$ cat src/rtl/divstep_pkg.sv
package divstep_pkg;

    typedef enum logic {
        ARITH_SUB = 1'b0,
        ARITH_ADD = 1'b1
    } arith_e;

    typedef enum logic [1:0] {
        ACT_HOLD = 2'd0,
        ACT_INIT = 2'd1,
        ACT_STEP = 2'd2,
        ACT_TWR  = 2'd3
    } act_e;

    typedef struct packed {
        logic q;
        logic m;
        logic t;
    } status_t;

    // Matching Q and M means the remainder has the divisor's sign: subtract.
    function automatic arith_e choose_arith(input logic q, input logic m);
        return (q == m) ? ARITH_SUB : ARITH_ADD;
    endfunction

    // Initialise outranks a step, which outranks a plain T write.
    function automatic act_e choose_act(input logic init, input logic step, input logic twr);
        if (init)      return ACT_INIT;
        else if (step) return ACT_STEP;
        else if (twr)  return ACT_TWR;
        else           return ACT_HOLD;
    endfunction

endpackage

$ cat src/rtl/divstep_addsub.sv
module divstep_addsub
    import divstep_pkg::*;
#(
    parameter int unsigned WIDTH = 32
) (
    input  logic [WIDTH-1:0] opa,
    input  logic [WIDTH-1:0] opb,
    input  arith_e           op,
    output logic [WIDTH-1:0] res,
    output logic             cout
);
    localparam int unsigned SW = WIDTH + 1;

    logic             is_sub;
    logic [WIDTH-1:0] b_eff;
    logic [SW-1:0]    sum;

    // One carry chain: subtract as a + ~b + 1.
    always_comb begin
        is_sub = (op == ARITH_SUB);
        b_eff  = is_sub ? ~opb : opb;
        sum    = {1'b0, opa} + {1'b0, b_eff} + {{(SW-1){1'b0}}, is_sub};
        res    = sum[WIDTH-1:0];
        // Carry-out for add; borrow-out is the inverted carry for subtract.
        cout   = is_sub ? ~sum[WIDTH] : sum[WIDTH];
    end

endmodule

$ cat src/rtl/divstep_core.sv
module divstep_core
    import divstep_pkg::*;
#(
    parameter int unsigned WIDTH = 32
) (
    input  logic [WIDTH-1:0] divisor,
    input  logic [WIDTH-1:0] rem_in,
    input  status_t          cur,
    output logic [WIDTH-1:0] rem_out,
    output logic             nxt_q,
    output logic             nxt_t
);
    localparam int unsigned MSB = WIDTH - 1;

    logic [WIDTH-1:0] shifted;
    arith_e           op;
    logic             c_out;
    logic             top_bit;

    always_comb begin
        top_bit = rem_in[MSB];
        shifted = {rem_in[MSB-1:0], cur.t};
        op      = choose_arith(cur.q, cur.m);
    end

    divstep_addsub #(.WIDTH(WIDTH)) u_addsub (
        .opa  (shifted),
        .opb  (divisor),
        .op   (op),
        .res  (rem_out),
        .cout (c_out)
    );

    always_comb begin
        nxt_q = top_bit ^ c_out ^ cur.m;
        nxt_t = ~(nxt_q ^ cur.m);
    end

endmodule

$ cat src/rtl/divstep_flags.sv
module divstep_flags
    import divstep_pkg::*;
(
    input  logic    clk,
    input  logic    rst,
    input  logic    init,
    input  logic    init_m,
    input  logic    init_q,
    input  logic    step,
    input  logic    t_wr,
    input  logic    t_wdata,
    input  logic    nxt_q,
    input  logic    nxt_t,
    output status_t st
);
    act_e act;

    always_comb act = choose_act(init, step, t_wr);

    always_ff @(posedge clk) begin
        if (rst) begin
            st <= '0;
        end else begin
            case (act)
                ACT_INIT: begin
                    st.q <= init_q;
                    st.m <= init_m;
                    st.t <= 1'b0;
                end
                ACT_STEP: begin
                    st.q <= nxt_q;
                    st.t <= nxt_t;
                end
                ACT_TWR: st.t <= t_wdata;
                default: st <= st;
            endcase
        end
    end

    AST_INIT_LOADS: assert property (@(posedge clk) disable iff (rst)
        init |=> (!st.t && st.m == $past(init_m) && st.q == $past(init_q)))
        else $error("init load mismatch");

    AST_TWR_LOADS: assert property (@(posedge clk) disable iff (rst)
        (t_wr && !init && !step) |=> (st.t == $past(t_wdata)))
        else $error("T write mismatch");

    AST_STEP_Q: assert property (@(posedge clk) disable iff (rst)
        (step && !init) |=> (st.q == $past(nxt_q)))
        else $error("step Q mismatch");

    AST_STEP_T_FOLLOWS_QM: assert property (@(posedge clk) disable iff (rst)
        (step && !init) |=> (st.t == (st.q == st.m)))
        else $error("T not equal to Q==M");

    AST_M_ONLY_BY_INIT: assert property (@(posedge clk) disable iff (rst)
        !init |=> $stable(st.m))
        else $error("M changed without init");

    AST_IDLE_HOLD: assert property (@(posedge clk) disable iff (rst)
        (!init && !step && !t_wr) |=> ($stable(st.q) && $stable(st.t)))
        else $error("flags moved while idle");

endmodule

$ cat src/rtl/divstep_unit.sv
module divstep_unit
    import divstep_pkg::*;
#(
    parameter int unsigned WIDTH = 32
) (
    input  logic             clk,
    input  logic             rst,
    input  logic             init,
    input  logic             init_m,
    input  logic             init_q,
    input  logic             step,
    input  logic             t_wr,
    input  logic             t_wdata,
    input  logic [WIDTH-1:0] divisor,
    input  logic [WIDTH-1:0] rem_in,
    output logic [WIDTH-1:0] rem_out,
    output logic             q_out,
    output logic             m_out,
    output logic             t_out
);
    status_t st;
    logic    nxt_q;
    logic    nxt_t;

    divstep_core #(.WIDTH(WIDTH)) u_core (
        .divisor (divisor),
        .rem_in  (rem_in),
        .cur     (st),
        .rem_out (rem_out),
        .nxt_q   (nxt_q),
        .nxt_t   (nxt_t)
    );

    divstep_flags u_flags (
        .clk     (clk),
        .rst     (rst),
        .init    (init),
        .init_m  (init_m),
        .init_q  (init_q),
        .step    (step),
        .t_wr    (t_wr),
        .t_wdata (t_wdata),
        .nxt_q   (nxt_q),
        .nxt_t   (nxt_t),
        .st      (st)
    );

    assign q_out = st.q;
    assign m_out = st.m;
    assign t_out = st.t;

    // With T-write ignored during a step, the step's quotient bit lands in T.
    AST_STEP_BEATS_TWR: assert property (@(posedge clk) disable iff (rst)
        (step && t_wr && !init) |=> (t_out == $past(nxt_t)))
        else $error("T write overrode step");

endmodule

$ cat config.mk
export PLATFORM = sky130hd
export DESIGN_NAME = divstep_unit
export DESIGN_NICKNAME = d
export VERILOG_FILES = /design/src/rtl/divstep_pkg.sv /design/src/rtl/divstep_addsub.sv /design/src/rtl/divstep_core.sv /design/src/rtl/divstep_flags.sv /design/src/rtl/divstep_unit.sv
export SDC_FILE = /design/constraint.sdc
export NUM_CORES = 1
export LEC_CHECK = 0
export BUFFER_PORTS_ARGS = -buffer_cell sky130_fd_sc_hd__buf_2
export CORE_MARGIN = 2
export CORE_UTILIZATION = 49
export CTS_CLUSTER_SIZE = 20
export DETAILED_ROUTE_END_ITERATION = 16
export HOLD_SLACK_MARGIN = 0.03
export PLACE_DENSITY = 0.86
export RECOVER_POWER = 25
export SYNTH_ARGS = -nofsm -noshare
export SYNTH_HDL_FRONTEND = slang
export SYNTH_SLANG_ARGS = --single-unit
$ cat constraint.sdc
create_clock -name clk -period 5.5 [get_ports clk]
set_clock_uncertainty 0.05 [all_clocks]
set_input_delay 0.55 -clock clk [delete_from_list [all_inputs] [get_ports clk]]
set_output_delay 0.55 -clock clk [all_outputs]
set_load 0.005 [all_outputs]
==> qor.yml, run 1 <==
outcome:
  status: "complete, no violations"
layout:
  nets: 523
  final_cells: 468
  areaGrowthSynthToFinish_pct: 25.71
  largest_register_ffs: 3
  reg_top3: "u_flags.st (3)"
  antenna_cells: 0
  finish.instance_area_mm2: 0.002992
  layout-drive-gt1-share_pct: 30.19
  top_register: "u_flags.st"
  n_fill_cell: 439
  utilization_pct: 63.76
route:
  highest_layer: "met4"
  wl_met2_um: 3210
  drc: 0
  avgRoutedWirePerCell_um: 13.88
  drt_iter0_drc: 157
  wirelength_um: 6498
  met3_length_um: 475
  drt_first_pass_iters: 4
  ant_nets: 0
  viasPerCell: 5.784
  num_vias: 2707
  wl_met1_um: 2777
power:
  pwr-share-clk_pct: 7.2
  ir_drop_mv: 0.1601
  p_comb_share_pct: 89.8
  power_switching_mw: 0.4609
  p_int_mw: 0.4577
  leakagePower_nw: 1.456
  switching_share_pct: 50.18
  p_seq_share_pct: 3.1
  powerDensity_mw_per_mm2: 307.1
sta:
  fin_crit_ns: 4.660
  rsz0062_at_grt: "false"
  tightest_slew_ns: 0.6424
  slew_headroom_pct: 57.11
  fmax_ghz: 0.2146
  hold_viol: 0
  period_share_pct: 84.73
  setup_viol_count_final: 0
  drv_slew: 0
  whs_ns: 0.4939
  final.setup.tns_ns: 0
setup_path:
  critPathRequiredTime_ns: 4.90
  critical_path.max_stage_delay_ns: 0.58
  crit_path_cell_trace: "xor2_4 -> xnor2_1 -> fa_1 -> a211oi_1 -> and4bb_4 -> o31ai_4 -> a211o_1 -> nand2_1 -> a41o_1 -> o211a_1 -> a211oi_1 -> buf_2"
  crit_path_max_fanout: 16
  cp-end-kind: "output pin"
  arrival_ns: 4.06
  startpoint_type: "flip-flop"
  cp_slowest_cell: "xor2_4"
  worst_path_most_repeated_cell: "a211oi_1"
  worstSetupPathType: "reg -> out"
floorplanning:
  die_y_um: 73.69
  rows: 25
  start_util_pct: 50.72
  coreArea_mm2: 0.004692
  io_pins: 107
  fp.dieW_um: 73.69
  dieArea_mm2: 0.005430
logic_synthesis:
  post-synth-top-count-cell: "xnor2_1"
  ys_ff_latch: 3
  synth_nets: 420
  synth_edf_count: 0
  synth_commonest_cells: "xnor2_1, ha_1, nand2_1"
  yosys_warnings: 0
  netlist_area_mm2: 0.002380
  yosysUniqueCellTypes: 64
  avgSynthCellArea_um2: 7.628
  yosysSeqAreaShare_pct: 2.524
  synthTopCellsByArea: "ha_1, xnor2_1, a21o_1"
  netlist_instances: 312
  async_flop_share_pct: 0
  synth_top_flop_cell: "dfxtp_1"
  synth_top_area_share_pct: 18.40
  synth_top_cell_by_area: "ha_1"
placed_design:
  hpwl_um: 5486
  io_buffers: 106
  placedCellCount: 464
  routabilityCongestion: 0.8914
  dpl_cell_area_mm2: 0.002953
global_route:
  grt_max_degree: 17
  grt_usage_pct: 22.82
  antenna_found_initial: 0
  first_global_vias: 2434
  grt-ovfl-total: 0
  grt_pass1_wl_um: 10360
clock_network:
  cts.htree.levels: 1
  ctsResizeCount: 0
  clockBufferDepth: 2
  ctsHoldBuffers: 0
  clk_pin_slew_ns: 0.03
  cts-buffers-inserted: 3
  cts_tree: "done"
  clkLatencyLatePin_ns: 0.22
  cts.sinks: 3
  clock-root-buffer: "clkbuf_8"
  post_cts_buffers: 0
flow_run:
  maxCapViolCount: 0
min_path:
  hp-class: "in -> reg"
power by group through the flow:
| stage | clock network, mW | logic, mW | registers [mW] |
|---|---|---|---|
| 2_1_floorplan | 0 | 0.576 | 0.0267 |
| 3_3_place_gp | 0 | 0.805 | 0.0278 |
| 3_5_place_dp | 0 | 0.820 | 0.0282 |
| 4_1_cts | 0.0664 | 0.825 | 0.0279 |
| 5_1_grt | 0.0689 | 0.913 | 0.0284 |
| 6_report | 0.0660 | 0.825 | 0.0281 |
final timing paths:
| check | startpoint | to | slack (ns) | cells past startpoint |
|---|---|---|---|---|
| min reg2reg | u_flags.st[1] | u_flags.st[1] | 0.56 | 2 |
| min | rst | u_flags.st[1] | 0.49 | 2 |
| max | u_flags.st[2] | rem_out[30] | 0.84 | 12 |
| max reg2reg | u_flags.st[2] | u_flags.st[2] | 1.27 | 13 |
layout make-up:
| cell class | count | area (µm²) | area share (%) |
|---|---|---|---|
| timing repair buffer | 108 | 539.3 | 18.03 |
| multi-input combinational | 286 | 2227 | 74.45 |
| sequential | 3 | 60.06 | 2.008 |
| inverter | 13 | 52.55 | 1.757 |
| tap | 54 | 67.56 | 2.258 |
| clock buffer | 4 | 45.04 | 1.506 |
layer usage:
layer  GRT usage [%]  up-vias
li1                -     1374
met1           30.15     1212
met2           41.37      115
met3           1.646        6
met4           2.626        0
met5               0        -
logic make-up after synthesis:
kind of cell	synth area share, %
DFF	2.524
xor gates and xnor gates	20.98
muxes	0.8413
adders and majority gates	19.24
AOI/OAI and AO/OA	31.28
buffers and inverters	4.679
and+or+nand+nor	20.45
critical path: cells and delay by family, from the launching register on:
| kind | cells | cell delay, ns |
|---|---|---|
| AOI/OAI and AO/OA | 6 | 1.54 |
| xor gates and xnor gates | 2 | 0.81 |
| adders and majority gates | 1 | 0.49 |
| buffers and inverters | 1 | 0.15 |
| DFF | 1 | 0.49 |
| and+or+nand+nor | 2 | 0.37 |
placed cells by master, fill, tap and decap left out, types with 6 or more instances in the layout:
cell type / count
nand3_1: 9
a31oi_1: 7
inv_1: 12
a21o_1: 18
xor2_1: 10
nor2_1: 18
nand4_1: 6
ha_1: 35
nand2b_1: 6
clkbuf_1: 6
xnor2_1: 46
o21ai_0: 11
a21oi_1: 21
nand2_1: 23
a211oi_1: 8
buf_2: 101
stage by stage:
stage,power (mW),worst slack [ns]
2_1_floorplan,0.6023,1.218
3_3_place_gp,0.8325,1.272
3_5_place_dp,0.8485,1.119
4_1_cts,0.9189,0.8675
5_1_grt,1.010,0.5552
6_report,0.9186,0.8400
Note: power is estimated with default switching activity, not from simulation.
==> run 2: changes to the inputs <==
Settings changed: ABC_AREA set to 1, CORE_UTILIZATION 49 to 50.
Clock period 5.5 ns to 4.9 ns, I/O delays scaled along.
==> run 2 against run 1 <==
Net effect: worst setup slack lost 0.00058 ns; power grew 4.8%; critical endpoint is now rem_out[28]; first-iteration DRC count grew 34%.
==> qor.yml, run 2 <==
min_path:
  hold_end: "u_flags.st[2]"
  hp-class: "in -> reg"
  hold_path_depth: 2
  hp-start: "rst"
route:
  met3_length_um: 531
  drt_iter0_drc: 211
  viasPerCell: 4.978
  ant_nets: 0
  highest_layer: "met4"
  num_vias: 2957
  wirelength_um: 7245
  avgRoutedWirePerCell_um: 12.20
  drc: 0
  wl_met2_um: 3406
  wl_met1_um: 3244
  drt_first_pass_iters: 4
sta:
  setup_viol_count_final: 0
  hold_viol: 0
  final.setup.tns_ns: 0
  rsz0062_at_grt: "false"
  final.setup.worst_slack_ns: 0.8394
  fin_crit_ns: 4.061
  slew_headroom_pct: 37.12
  tightest_slew_ns: 0.9398
  drv_slew: 0
  fmax_ghz: 0.2463
  period_share_pct: 82.87
setup_path:
  reg2reg_slack_ns: 1.59
  crit_path_cell_trace: "inv_2 -> nand2_1 -> nand2_2 -> o21ai_0 -> inv_1 -> fa_1 -> nand2_1 -> nand2_1 -> nand3_1 -> nand2_1 -> nand2_1 -> nand2_2 -> a31oi_1 -> o21bai_1 -> xor2_1 -> buf_2"
  rr_endpoint: "u_flags.st[2]"
  worstSetupPathType: "reg -> out"
  critPathRequiredTime_ns: 4.36
  r2r-start: "u_flags.st[1]"
  reg2regPathDepth: 20
  critical_path.max_stage_delay_ns: 0.52
  cp_slowest_cell: "nand2_2"
  worst_path_most_repeated_cell: "nand2_1"
  startpoint_type: "flip-flop"
  crit_path_max_fanout: 33
  arrival_ns: 3.52
  cp-end-kind: "output pin"
layout:
  final_cells: 594
  final_cell_mix: "nand2_1, buf_2, inv_1"
  nets: 636
  layout-drive-gt1-share_pct: 22.96
  largest_register_ffs: 3
  areaGrowthSynthToFinish_pct: 25.11
  reg_top3: "u_flags.st (3)"
  layout_commonest_cell: "nand2_1"
  finish.instance_area_mm2: 0.003123
  top_register: "u_flags.st"
  antenna_cells: 0
global_route:
  grt_usage_pct: 25.95
  antenna_found_initial: 0
  first_global_vias: 2785
  grt_max_degree: 34
  grt-ovfl-total: 0
  grt_pass1_wl_um: 11670
logic_synthesis:
  synth_top_area_share_pct: 17.54
  ys_ff_latch: 3
  synth_top_family_by_area: "simple AND/OR/NAND/NOR gates"
  synth_top_flop_cell: "dfxtp_1"
  post-synth-top-count-cell: "nand2_1"
  synthAdderAreaFrac_pct: 18.35
  netlist_area_mm2: 0.002496
  yosys.area_share.simple_pct: 32.13
  netlist_instances: 420
  yosysUniqueCellTypes: 34
  synth_xor_area_share_pct: 20.00
  async_flop_share_pct: 0
  synthTopCellsByArea: "ha_1, xor2_1, nand2_1"
  synth_nets: 528
  synthMuxAreaShare_pct: 0
  synth_compound_area_share_pct: 18.25
  yosys_warnings: 0
  synth_edf_count: 0
  avgSynthCellArea_um2: 5.943
  yosysSeqAreaShare_pct: 2.406
  synth_top_cell_by_area: "ha_1"
  synth_commonest_cells: "nand2_1, inv_1, xor2_1"
clock_network:
  clkLatencyLatePin_ns: 0.22
  ctsResizeCount: 0
  clk_pin_slew_ns: 0.03
  cts.htree.levels: 1
  post_cts_buffers: 0
  cts_tree: "done"
  clockBufferDepth: 2
  ctsHoldBuffers: 0
  cts.sinks: 3
  cts-buffers-inserted: 3
  clock-root-buffer: "clkbuf_8"
floorplanning:
  io_pins: 107
  die_y_um: 74.66
  fp.dieW_um: 74.66
  start_util_pct: 52.50
  dieArea_mm2: 0.005573
  coreArea_mm2: 0.004755
  rows: 25
outcome:
  status: "complete, no violations"
flow_run:
  maxCapViolCount: 0
placed_design:
  routabilityCongestion: 0.8966
  pre_cts_slack_ns: 1.097
  dpl_cell_area_mm2: 0.003095
  io_buffers: 106
  hpwl_um: 6261
  placedCellCount: 590
power:
  leakagePower_nw: 1.728
  powerDensity_mw_per_mm2: 308.1
  ir_drop_mv: 0.1986
  power.total_mw: 0.9623
run 2: kinds of logic after synthesis:
group	count (synthesis)
compound gates	72
xor+xnor	57
fa+ha+maj	36
buf+inv	58
flops	3
simple gates	194
run 2: final cells by class:
type / count / area [µm²]
Sequential cell: 3 / 60.06
Tap cell: 67 / 83.83
Multi-Input combinational cell: 359 / 2200
Clock buffer: 4 / 45.04
Fill cell: 491 / 1632
Timing Repair Buffer: 106 / 528.0
Inverter: 55 / 206.4
run 2: worst max path at each step:
stage	cells past startpoint	start	to
6_report	16	u_flags.st[1]	rem_out[28]
3_3_place_gp	16	u_flags.st[1]	rem_out[28]
4_1_cts	16	u_flags.st[1]	rem_out[28]
5_1_grt	16	u_flags.st[1]	rem_out[28]
3_5_place_dp	16	u_flags.st[1]	rem_out[28]
2_1_floorplan	18	u_flags.st[1]	rem_out[30]
run 2: critical path: cells and delay by family (launching register included):
| family | cells | cell delay [ns] |
|---|---|---|
| flip-flops | 1 | 0.37 |
| AND/OR/NAND/NOR | 8 | 1.18 |
| XOR/XNOR | 1 | 0.15 |
| adder cells (fa/ha/maj) | 1 | 0.42 |
| buffers and inverters | 3 | 0.29 |
| AO/OA/AOI/OAI | 3 | 0.88 |
run 2: routing by layer:
metal	GRT usage, %	vias up
met2	47.59	123
met4	5.556	0
met3	2.276	8
li1	-	1576
met5	0	-
met1	33.04	1250
run 2: power by group:
part           internal, mW  total [mW]  switching (mW)  leakage (nW)
clock network        0.0555      0.0726          0.0170        0.0228
registers            0.0267      0.0288         0.00202        0.0247
logic                 0.353       0.861           0.508          1.68
run 2: metrics by stage:
step / utilization (%) / hold slack (ns)
floorplan: - / 0.4216
global placement: 65.11 / 0.4151
detailed placement: 65.11 / 0.4255
CTS: 66.05 / 0.4033
global route: 65.68 / 0.4122
finish: 65.68 / 0.4104
==> run 3: changes to the inputs <==
Settings changed: CORE_UTILIZATION 50 to 45, PLACE_DENSITY 0.86 to 0.82.
Clock period 4.9 ns to 3.4 ns, I/O delays scaled along.
==> run 3 against run 2 <==
Net effect: combinational power increased by 48%; core utilization shrank 6.7 points; worst setup slack lost 0.72 ns; cell count rose by 1.3%; power rose by 48%; die area grew 11%; sequential power is 43% higher; first-iteration DRC count fell by 31%; non-clock buffer count is 3 higher; largest power group unchanged; highest routed layer unchanged.
==> qor.yml, run 3 (synthesis results as in run 2) <==
outcome:
  status: "complete, no violations"
global_route:
  grt_pass1_wl_um: 12010
  antenna_found_initial: 0
  grt_max_degree: 20
  grt_usage_pct: 23.56
  first_global_vias: 2761
  grt-ovfl-total: 0
setup_path:
  crit_path_cell_trace: "inv_2 -> nand2_1 -> nand2_2 -> buf_8 -> xor2_1 -> fa_1 -> nand2_1 -> nand2_1 -> nand3_1 -> nand2_1 -> nand2_1 -> nand2_2 -> a31oi_1 -> o21bai_1 -> xor2_1 -> buf_2"
  critPathRequiredTime_ns: 3.01
  crit_path_max_fanout: 13
  startpoint_type: "flip-flop"
  crit_family: "simple AND/OR/NAND/NOR gates"
  cp-end-kind: "output pin"
  worst_path_most_repeated_cell: "nand2_1"
  critical_path.max_stage_delay_ns: 0.43
  cp_slowest_cell: "fa_1"
  cp_num_buf_inv: 3
  reg2regPathDepth: 18
  worstSetupPathType: "reg -> out"
  arrival_ns: 2.89
  cp.depth: 16
sta:
  setup_viol_count_final: 0
  drv_slew: 0
  fin_crit_ns: 3.280
  hold_viol: 0
  tightest_slew_ns: 0.3674
  whs_ns: 0.2568
  fmax_ghz: 0.3049
  slew_headroom_pct: 75.25
  period_share_pct: 96.47
power:
  leakagePower_nw: 1.748
  p_seq_share_pct: 2.9
  ir_drop_mv: 0.3158
  pwr-share-clk_pct: 7.8
  p_int_mw: 0.6494
  powerDensity_mw_per_mm2: 444.7
  power_switching_mw: 0.7773
  p_comb_share_pct: 89.3
  switching_share_pct: 54.48
layout:
  finish.instance_area_mm2: 0.003208
  nets: 639
  top_register: "u_flags.st"
  multi_input_area_mm2: 0.002243
  n_fill_cell: 569
  layout_commonest_cell: "nand2_1"
  reg_top3: "u_flags.st (3)"
  layout-drive-gt1-share_pct: 24.53
  final_cell_mix: "nand2_1, buf_2, inv_1"
  areaGrowthSynthToFinish_pct: 28.52
  utilization_pct: 58.98
  antenna_cells: 0
  largest_register_ffs: 3
  seqCellArea_um2: 60.06
clock_network:
  cts_tree: "done"
  clock-root-buffer: "clkbuf_8"
  clockBufferDepth: 2
  cts.sinks: 3
  cts-buffers-inserted: 3
  clk_pin_slew_ns: 0.03
  clkLatencyLatePin_ns: 0.23
  cts.htree.levels: 1
floorplanning:
  start_util_pct: 45.89
  coreArea_mm2: 0.005439
  dieArea_mm2: 0.006159
  io_pins: 107
  rows: 27
  die_y_um: 78.48
  fp.dieW_um: 78.48
flow_run:
  maxCapViolCount: 0
route:
  viasPerCell: 5.033
  ant_nets: 0
  num_vias: 3030
  wirelength_um: 7320
  drt_iter0_drc: 145
  avgRoutedWirePerCell_um: 12.16
  drt_first_pass_iters: 5
  drc: 0
min_path:
  hp-class: "in -> reg"
  hold_path_depth: 2
placed_design:
  dpl_cell_area_mm2: 0.003117
  io_buffers: 106
  routabilityCongestion: 0.9661
  hpwl_um: 6334
run 3: timing repair:
| action | 4_1_cts | 5_1_grt |
|---|---|---|
| buffers inserted | 1 | 0 |
| setup endpoints to repair | 1 | 10 |
| gates resized for setup | 0 | 12 |
| hold buffers | 0 | 0 |
| pin swaps | 1 | 0 |
| hold endpoints to repair | 0 | 0 |
run 3: area by class of cell:
type | count | area share (%)
Clock buffer | 4 | 1.404
Inverter | 55 | 6.435
Multi-Input combinational cell | 359 | 69.93
Sequential cell | 3 | 1.872
Tap cell | 72 | 2.808
Timing Repair Buffer | 109 | 17.55
run 3: worst paths after layout:
| check | startpoint | endpoint | slack [ns] |
|---|---|---|---|
| worst min-delay path | rst | u_flags.st[2] | 0.26 |
| worst min register to register | u_flags.st[2] | u_flags.st[2] | 0.43 |
| worst max register to register | u_flags.st[1] | u_flags.st[0] | 0.65 |
| worst max-delay path | u_flags.st[1] | rem_out[28] | 0.12 |
run 3: power groups by stage:
stage | clock network [mW] | registers [mW] | logic [mW]
floorplan | 0 | 0.0418 | 0.829
global placement | 0 | 0.0414 | 1.24
detailed placement | 0 | 0.0417 | 1.24
CTS | 0.115 | 0.0412 | 1.25
global route | 0.116 | 0.0417 | 1.43
finish | 0.111 | 0.0413 | 1.27
run 3: layer usage:
| metal | wire (µm) | global-route usage (%) | vias up |
|---|---|---|---|
| met4 | 65 | 3.684 | 0 |
| met2 | 3471 | 42.93 | 110 |
| li1 | - | - | 1587 |
| met1 | 3307 | 30.70 | 1328 |
| met3 | 476 | 1.839 | 5 |
| met5 | 0 | 0 | - |
run 3: per-stage QoR:
step	worst slack [ns]	power, mW	instances	setup TNS, ns
2_1_floorplan	0.6354	0.8711	420	0
3_3_place_gp	0.2248	1.277	597	0
3_5_place_dp	0.2109	1.281	597	0
4_1_cts	0.05210	1.408	602	0
5_1_grt	-0.004953	1.584	602	-0.006256
6_report	0.1199	1.427	602	0
run 3: worst register-to-register path: cells and delay by family (launching register included):
kind	cells	cell delay, ns
xor+xnor	1	0.15
fa+ha+maj	1	0.36
buf+inv	2	0.24
simple gates	13	1.20
compound gates	1	0.25
flops	1	0.38
